$ cat config.mk
export PLATFORM = sky130hd
export DESIGN_NAME = eeprom_wp_ctrl
export DESIGN_NICKNAME = d
export VERILOG_FILES = /design/src/rtl/wp_pkg.sv /design/src/rtl/wp_block_decode.sv /design/src/rtl/wp_status_regs.sv /design/src/rtl/eeprom_wp_ctrl.sv
export SDC_FILE = /design/constraint.sdc
export NUM_CORES = 1
export LEC_CHECK = 0
export BUFFER_PORTS_ARGS = -buffer_cell sky130_fd_sc_hd__buf_2
export CELL_PAD_IN_SITES_DETAIL_PLACEMENT = 1
export CELL_PAD_IN_SITES_GLOBAL_PLACEMENT = 1
export CORE_MARGIN = 3
export CORE_UTILIZATION = 29
export CTS_CLUSTER_SIZE = 30
export DETAILED_ROUTE_END_ITERATION = 8
export PLACE_DENSITY_LB_ADDON = 0.1
export RECOVER_POWER = 25
export SLEW_MARGIN = 20
export SYNTH_ARGS = -nofsm -noshare
export SYNTH_HDL_FRONTEND = slang
export SYNTH_HIERARCHICAL = 1
export SYNTH_SLANG_ARGS = --single-unit
$ cat constraint.sdc
create_clock -name clk -period 3.9 [get_ports clk]
set_input_delay 0.195 -clock clk [delete_from_list [all_inputs] [get_ports clk]]
set_output_delay 0.195 -clock clk [all_outputs]
set_load 0.1 [all_outputs]
$ cat src/rtl/wp_pkg.sv
package wp_pkg;
    typedef enum logic [1:0] {
        ST_IDLE  = 2'd0,
        ST_PEND  = 2'd1,
        ST_CYCLE = 2'd2
    } wp_state_e;

    localparam int SR_W       = 8;
    localparam int BIT_LOCK   = 7;
    localparam int BIT_BP_HI  = 3;
    localparam int BIT_BP_LO  = 2;
    localparam logic [SR_W-1:0] SR_BUSY_VAL = '1;

    function automatic logic [SR_W-1:0] pack_sr(input logic lock, input logic [1:0] bp,
                                                 input logic wen, input logic rdy);
        pack_sr = {lock, 3'b000, bp, wen, rdy};
    endfunction
endpackage

$ cat src/rtl/wp_block_decode.sv
module wp_block_decode #(
    parameter int AW = 12
) (
    input  logic          clk,
    input  logic          rst_n,
    input  logic [1:0]    bp_i,
    input  logic [AW-1:0] addr_i,
    output logic          prot_o
);
    always_comb begin
        unique case (bp_i)
            2'b00:   prot_o = 1'b0;
            2'b01:   prot_o = (addr_i[AW-1:AW-2] == 2'b11);
            2'b10:   prot_o = addr_i[AW-1];
            default: prot_o = 1'b1;
        endcase
    end

    // full protection guards every address
    a_r6_full_guard: assert property (@(posedge clk) disable iff (!rst_n)
        (bp_i == 2'b11) |-> prot_o);
    // no protection guards nothing
    a_r6_none_open: assert property (@(posedge clk) disable iff (!rst_n)
        (bp_i == 2'b00) |-> !prot_o);
endmodule

$ cat src/rtl/wp_status_regs.sv
module wp_status_regs (
    input  logic       clk,
    input  logic       rst_n,
    input  logic       pwr_up,
    input  logic       set_wen,
    input  logic       clr_wen,
    input  logic       sr_load,
    input  logic [7:0] din,
    input  logic       wp_n,
    output logic       lock_o,
    output logic [1:0] bp_o,
    output logic       wen_o
);
    import wp_pkg::*;

    logic lock_q, wen_q;
    logic [1:0] bp_q;

    always_ff @(posedge clk or negedge rst_n) begin
        if (!rst_n) begin
            lock_q <= 1'b0;
            bp_q   <= 2'b00;
            wen_q  <= 1'b0;
        end else begin
            if (pwr_up || clr_wen)
                wen_q <= 1'b0;
            else if (set_wen)
                wen_q <= 1'b1;
            if (sr_load) begin
                bp_q <= din[BIT_BP_HI:BIT_BP_LO];
                if (!(lock_q && !wp_n))
                    lock_q <= din[BIT_LOCK];
            end
        end
    end

    assign lock_o = lock_q;
    assign bp_o   = bp_q;
    assign wen_o  = wen_q;

    // lock-enable never falls while the pin holds it
    a_r8_lock_oneway: assert property (@(posedge clk) disable iff (!rst_n)
        (lock_q && !wp_n) |=> lock_q);
    // soft power-up leaves write-enable cleared
    a_r9_pwrup_wen: assert property (@(posedge clk) disable iff (!rst_n)
        pwr_up |=> !wen_q);
    // soft power-up keeps block-protect
    a_r9_pwrup_bp: assert property (@(posedge clk) disable iff (!rst_n)
        (pwr_up && !sr_load) |=> $stable(bp_q));
endmodule

$ cat src/rtl/eeprom_wp_ctrl.sv
module eeprom_wp_ctrl #(
    parameter int MEM_BYTES = 4096,
    localparam int AW = $clog2(MEM_BYTES)
) (
    input  logic          clk,
    input  logic          rst_n,
    input  logic          pwr_up,
    input  logic          cmd_wren,
    input  logic          cmd_wrdi,
    input  logic          cmd_rdsr,
    input  logic          cmd_wrsr,
    input  logic          cmd_write,
    input  logic [AW-1:0] wr_addr,
    input  logic [7:0]    sr_din,
    input  logic          wp_n,
    input  logic          busy,
    output logic [7:0]    sr_rd,
    output logic          wr_allow,
    output logic          cmd_ack
);
    import wp_pkg::*;

    wp_state_e state_q, state_d;
    logic lock, wen, prot, hwp, rdy, take;
    logic arr_ok, sr_ok, start, set_wen, clr_wen, finish;
    logic [1:0] bp;

    assign rdy     = busy || (state_q != ST_IDLE);
    assign take    = !rdy;
    assign hwp     = lock && !wp_n;
    assign arr_ok  = cmd_write && take && wen && !prot;
    assign sr_ok   = cmd_wrsr && take && wen && !hwp;
    assign start   = arr_ok || sr_ok;
    assign finish  = (state_q == ST_CYCLE) && !busy;
    assign set_wen = cmd_wren && take;
    assign clr_wen = (cmd_wrdi && take) || finish;

    wp_status_regs u_regs (
        .clk(clk), .rst_n(rst_n), .pwr_up(pwr_up),
        .set_wen(set_wen), .clr_wen(clr_wen), .sr_load(sr_ok),
        .din(sr_din), .wp_n(wp_n),
        .lock_o(lock), .bp_o(bp), .wen_o(wen)
    );

    wp_block_decode #(.AW(AW)) u_dec (
        .clk(clk), .rst_n(rst_n), .bp_i(bp), .addr_i(wr_addr), .prot_o(prot)
    );

    always_comb begin
        state_d = state_q;
        unique case (state_q)
            ST_IDLE:  if (start) state_d = ST_PEND;
            ST_PEND:  if (busy)  state_d = ST_CYCLE;
            ST_CYCLE: if (!busy) state_d = ST_IDLE;
            default:  state_d = ST_IDLE;
        endcase
        if (pwr_up) state_d = ST_IDLE;
    end

    always_ff @(posedge clk or negedge rst_n) begin
        if (!rst_n) state_q <= ST_IDLE;
        else        state_q <= state_d;
    end

    always_ff @(posedge clk or negedge rst_n) begin
        if (!rst_n) begin
            sr_rd    <= '0;
            wr_allow <= 1'b0;
            cmd_ack  <= 1'b0;
        end else begin
            wr_allow <= start;
            cmd_ack  <= cmd_rdsr || (take && (cmd_wren || cmd_wrdi || cmd_wrsr || cmd_write));
            if (cmd_rdsr)
                sr_rd <= rdy ? SR_BUSY_VAL : pack_sr(lock, bp, wen, 1'b0);
        end
    end

    // a permitted write needs write-enable set at the strobe
    a_r5_allow_needs_wen: assert property (@(posedge clk) disable iff (!rst_n)
        wr_allow |-> $past(wen));
    // nothing is permitted while the engine runs
    a_r3_busy_no_allow: assert property (@(posedge clk) disable iff (!rst_n)
        busy |=> !wr_allow);
    // finishing a cycle clears write-enable
    a_r11_finish_clears: assert property (@(posedge clk) disable iff (!rst_n)
        finish |=> !wen);
    // unused bits read 0 unless the busy pattern is shown
    a_r2_unused_zero: assert property (@(posedge clk) disable iff (!rst_n)
        (sr_rd == SR_BUSY_VAL) || (sr_rd[6:4] == 3'b000));
    // permitted-write flag is a single pulse
    a_r10_allow_pulse: assert property (@(posedge clk) disable iff (!rst_n)
        wr_allow |=> !wr_allow);
endmodule

==> summary.md <==
| Metric | Value |
|---|---|
| DR WL met3 | 133 µm |
| Top layer in use | met4 |
| TritonCTS Buffers | 3 |
| Starting DRT DRC Count | 4 |
| Routed WL | 1.28 mm |
| Fin. Hold Viols | 0 |
| Mean Syn Cell Area | 10.0 µm² |
| Area of the multi-input gates | about 220 µm² |
| Worst Path Max Fanout | 6 |
| Placer congestion estimate | around 0.7 |
| Critical path capture point | u_regs/bp_o[1] |
| CP required | 4.06 ns |
| Final Net Count | roughly 110 |
| Met2 Wirelength | around 530 µm |
| Worst min-delay path category | in2reg |
| CP Launch Type | register |
| Share of the synthesized area in the top cell type | 0.560 |
| Unique cell type count in the Yosys netlist | 22 |
| Synth top area cells | dfrtp_1, nor2_1, a21oi_1, buf_4, mux2_2 |
| MaxCap Viol Count | 0 |
| DRC Markers | 0 |
| Die Area | between 2000 and 3000 µm² |
| Util after Layout | 0.411 |
| Die Wd | between 50 and 60 µm |
| R2R Setup Slk | between 2 and 2.5 ns |
| Commonest cells in the netlist | dfrtp_1, nor2_1, a21oi_1 |
| Largest net degree at the start of global routing | 14 |
| Most common flop cell mapped by yosys | dfrtp_1 |
| Rows | 15 |
| Area Growth Syn to Fin | 27.6% |
| CTS sink count | 13 |
| CP delay by family, top | simple AND/OR/NAND/NOR gates |
| Synth async-reset ratio | 1.00 |
| Final Cycle Share | 0.424 |
| Post-synthesis sequential area ratio | 0.560 |
| Top Ports | 40 |
| Critical Path Stages | 4 |
| Worst Path Arrival | around 1.8 ns |
| Number of synthesized flops with an enable pin | 0 |
| H-tree depth | 1 |
| Vias | between 400 and 500 |
| CTS tree | yes |
| Reg2reg path depth | 4 |
| Synth Register Bits | 13 |
| Post-Syn Nets | 88 |
| Antenna Diode Count | 0 |
| First-pass GRT wire length | ~2.1 mm |
| Worst reg2reg path endpoint | u_regs/bp_o[1] |
| Post-route ant nets | 0 |
| Worst path cell trace | nor3_2 > nand2_1 > nor2_1 > mux2_2 |
| Clock Latency Late Sink | between 0.2 and 0.3 ns |
| Max IR drop VDD | roughly 0.26 mV |
| Final setup TNS | 0 ns |
| Worst hold margin | between 0.1 and 0.15 ns |
| Clk slew on worst S/H paths | 0.07 ns |
| Vias/cell | 4.52 |
| GR Overflow Total | 0 |
| GRT Util Overall | 0.111 |
| CP peak stage delay | about 0.45 ns |
| Fill cells | between 200 and 250 |
| Final setup viols | 0 |
| WP buf/inv | 0 |
| Drt wl/cell | ~12 µm |
| Initial cell density of the core | 0.322 |
| Area after DPL | between 700 and 800 µm² |
| Max Fclk | a little over 600 MHz |
| Final min period | 1.65 ns |
| Most frequent cell after synthesis | dfrtp_1 |
| Clock Skew | 0.000382 ns |
| Final-report max-slew violation count | 0 |
| CTS max path bufs | 2 |
| Cell accounting for the most synthesized area | dfrtp_1 |
| Crit end category | register |
| Reg-to-reg startpoint | state_q[0] |
| Worst slew pin tran | between 0.6 and 0.7 ns |
| Share of layout cells above drive strength 1 | 0.373 |
| Slew HR | 0.545 |
| Power Density | just over 500 nW/µm² |
| RSZ-0062 raised after global routing | false |
| Port bufs | 24 |
| M1 WL | roughly 610 µm |
| Root Driver | clkbuf_4 |
| CP Class | reg2reg |
| Mapped Cells | 58 |
| Design area | roughly 740 µm² |
| Antenna violations before repair | 0 |
| Status | finished, final reports clean |
| Die extent in y | between 50 and 60 µm |
| Vias in the first global route | between 400 and 500 |
| Post-DP HPWL | a little over 1 mm |
| FF/Latch Area | 325 µm² |
| CP max-delay cell | dfrtp_1 |
| Pleak | roughly 0.35 nW |
| Yosys warnings | 6 |
| Core area | 1800 µm² |
| Critical path launch point | state_q[0] |
| Area of the mapped netlist | approximately 580 µm² |
| First-pass detailed-route iteration total | 4 |
==> layer usage <==
layer,vias to the layer above,track usage
li1,245,-
met1,220,0.139
met2,21,0.170
met3,2,0.0653
met4,0,0.0135
met5,-,0
==> worst min path at each step <==
stage	slack [ns]	start	cells past startpoint	endpoint
after global routing	0.1	pwr_up	2	u_regs/wen_o
final	0.11	pwr_up	2	state_q[1]
after floorplan	-0.10	rst_n	0	cmd_ack
after global placement	0.1	rst_n	1	sr_rd[3]
after detailed placement	0.10	rst_n	1	sr_rd[3]
after CTS	0.11	pwr_up	2	u_regs/wen_o
==> sequential cells by signal, summed over array words and instances (netlist names) <==
signal and count:
cmd_ack 1, sr_rd 5, state_q 2, u_regs/bp_o 2
u_regs/lock_o 1, u_regs/wen_o 1, wr_allow 1
==> repair_timing <==
action | in CTS | in global routing
endpoints found under the hold margin | 13 | 0
setup buffers | 0 | 0
hold buffers | 1 | 0
resized for setup | 0 | 0
==> through the flow <==
step	power, mW	cells	worst slack (ns)
2_1_floorplan	0.280	58	2.33
3_3_place_gp	0.305	103	2.25
3_5_place_dp	0.307	103	2.25
4_1_cts	0.391	108	2.23
5_1_grt	0.409	108	2.10
6_report	0.385	108	2.25
==> area by class of cell <==
| cell class | instances | area share |
|---|---|---|
| Clock buffer | 4 | 0.0355 |
| Inverter | 2 | 0.0101 |
| Multi-Input combinational cell | 39 | 0.299 |
| Sequential cell | 13 | 0.439 |
| Tap cell | 25 | 0.0422 |
| Timing Repair Buffer | 25 | 0.174 |
==> placed cells by master (no fill, tap or decap), drive strengths merged, types with 2 or more instances in the layout <==
| master | Yosys | routed |
|---|---|---|
| buf | 3 | 23 |
| dfrtp | 13 | 13 |
| nor2 | 11 | 11 |
| a21oi | 5 | 5 |
| clkbuf | 1 | 5 |
| nor3 | 4 | 4 |
| nand2 | 3 | 3 |
| o21ai | 3 | 3 |
| inv | 2 | 2 |
| a31oi | 2 | 2 |
| mux2 | 2 | 2 |
==> power breakdown <==
part | total, mW | internal (mW) | switching [mW]
combinational | 0.139 | 0.0317 | 0.107
sequential | 0.165 | 0.153 | 0.0120
clock | 0.0815 | 0.0396 | 0.0418
==> cells by family (layout without fill, tap and decap cells) <==
| kind of cell | Yosys count | in the layout | share of synthesized area |
|---|---|---|---|
| AND/OR/NAND/NOR | 24 | 24 | 0.207 |
| flip-flops | 13 | 13 | 0.560 |
| XOR/XNOR | 1 | 1 | 0.0151 |
| AO/OA/AOI/OAI | 12 | 12 | 0.121 |
| multiplexers | 2 | 2 | 0.0388 |
| buffers and inverters | 6 | 31 | 0.0582 |
(Power assumes the default switching activity.)
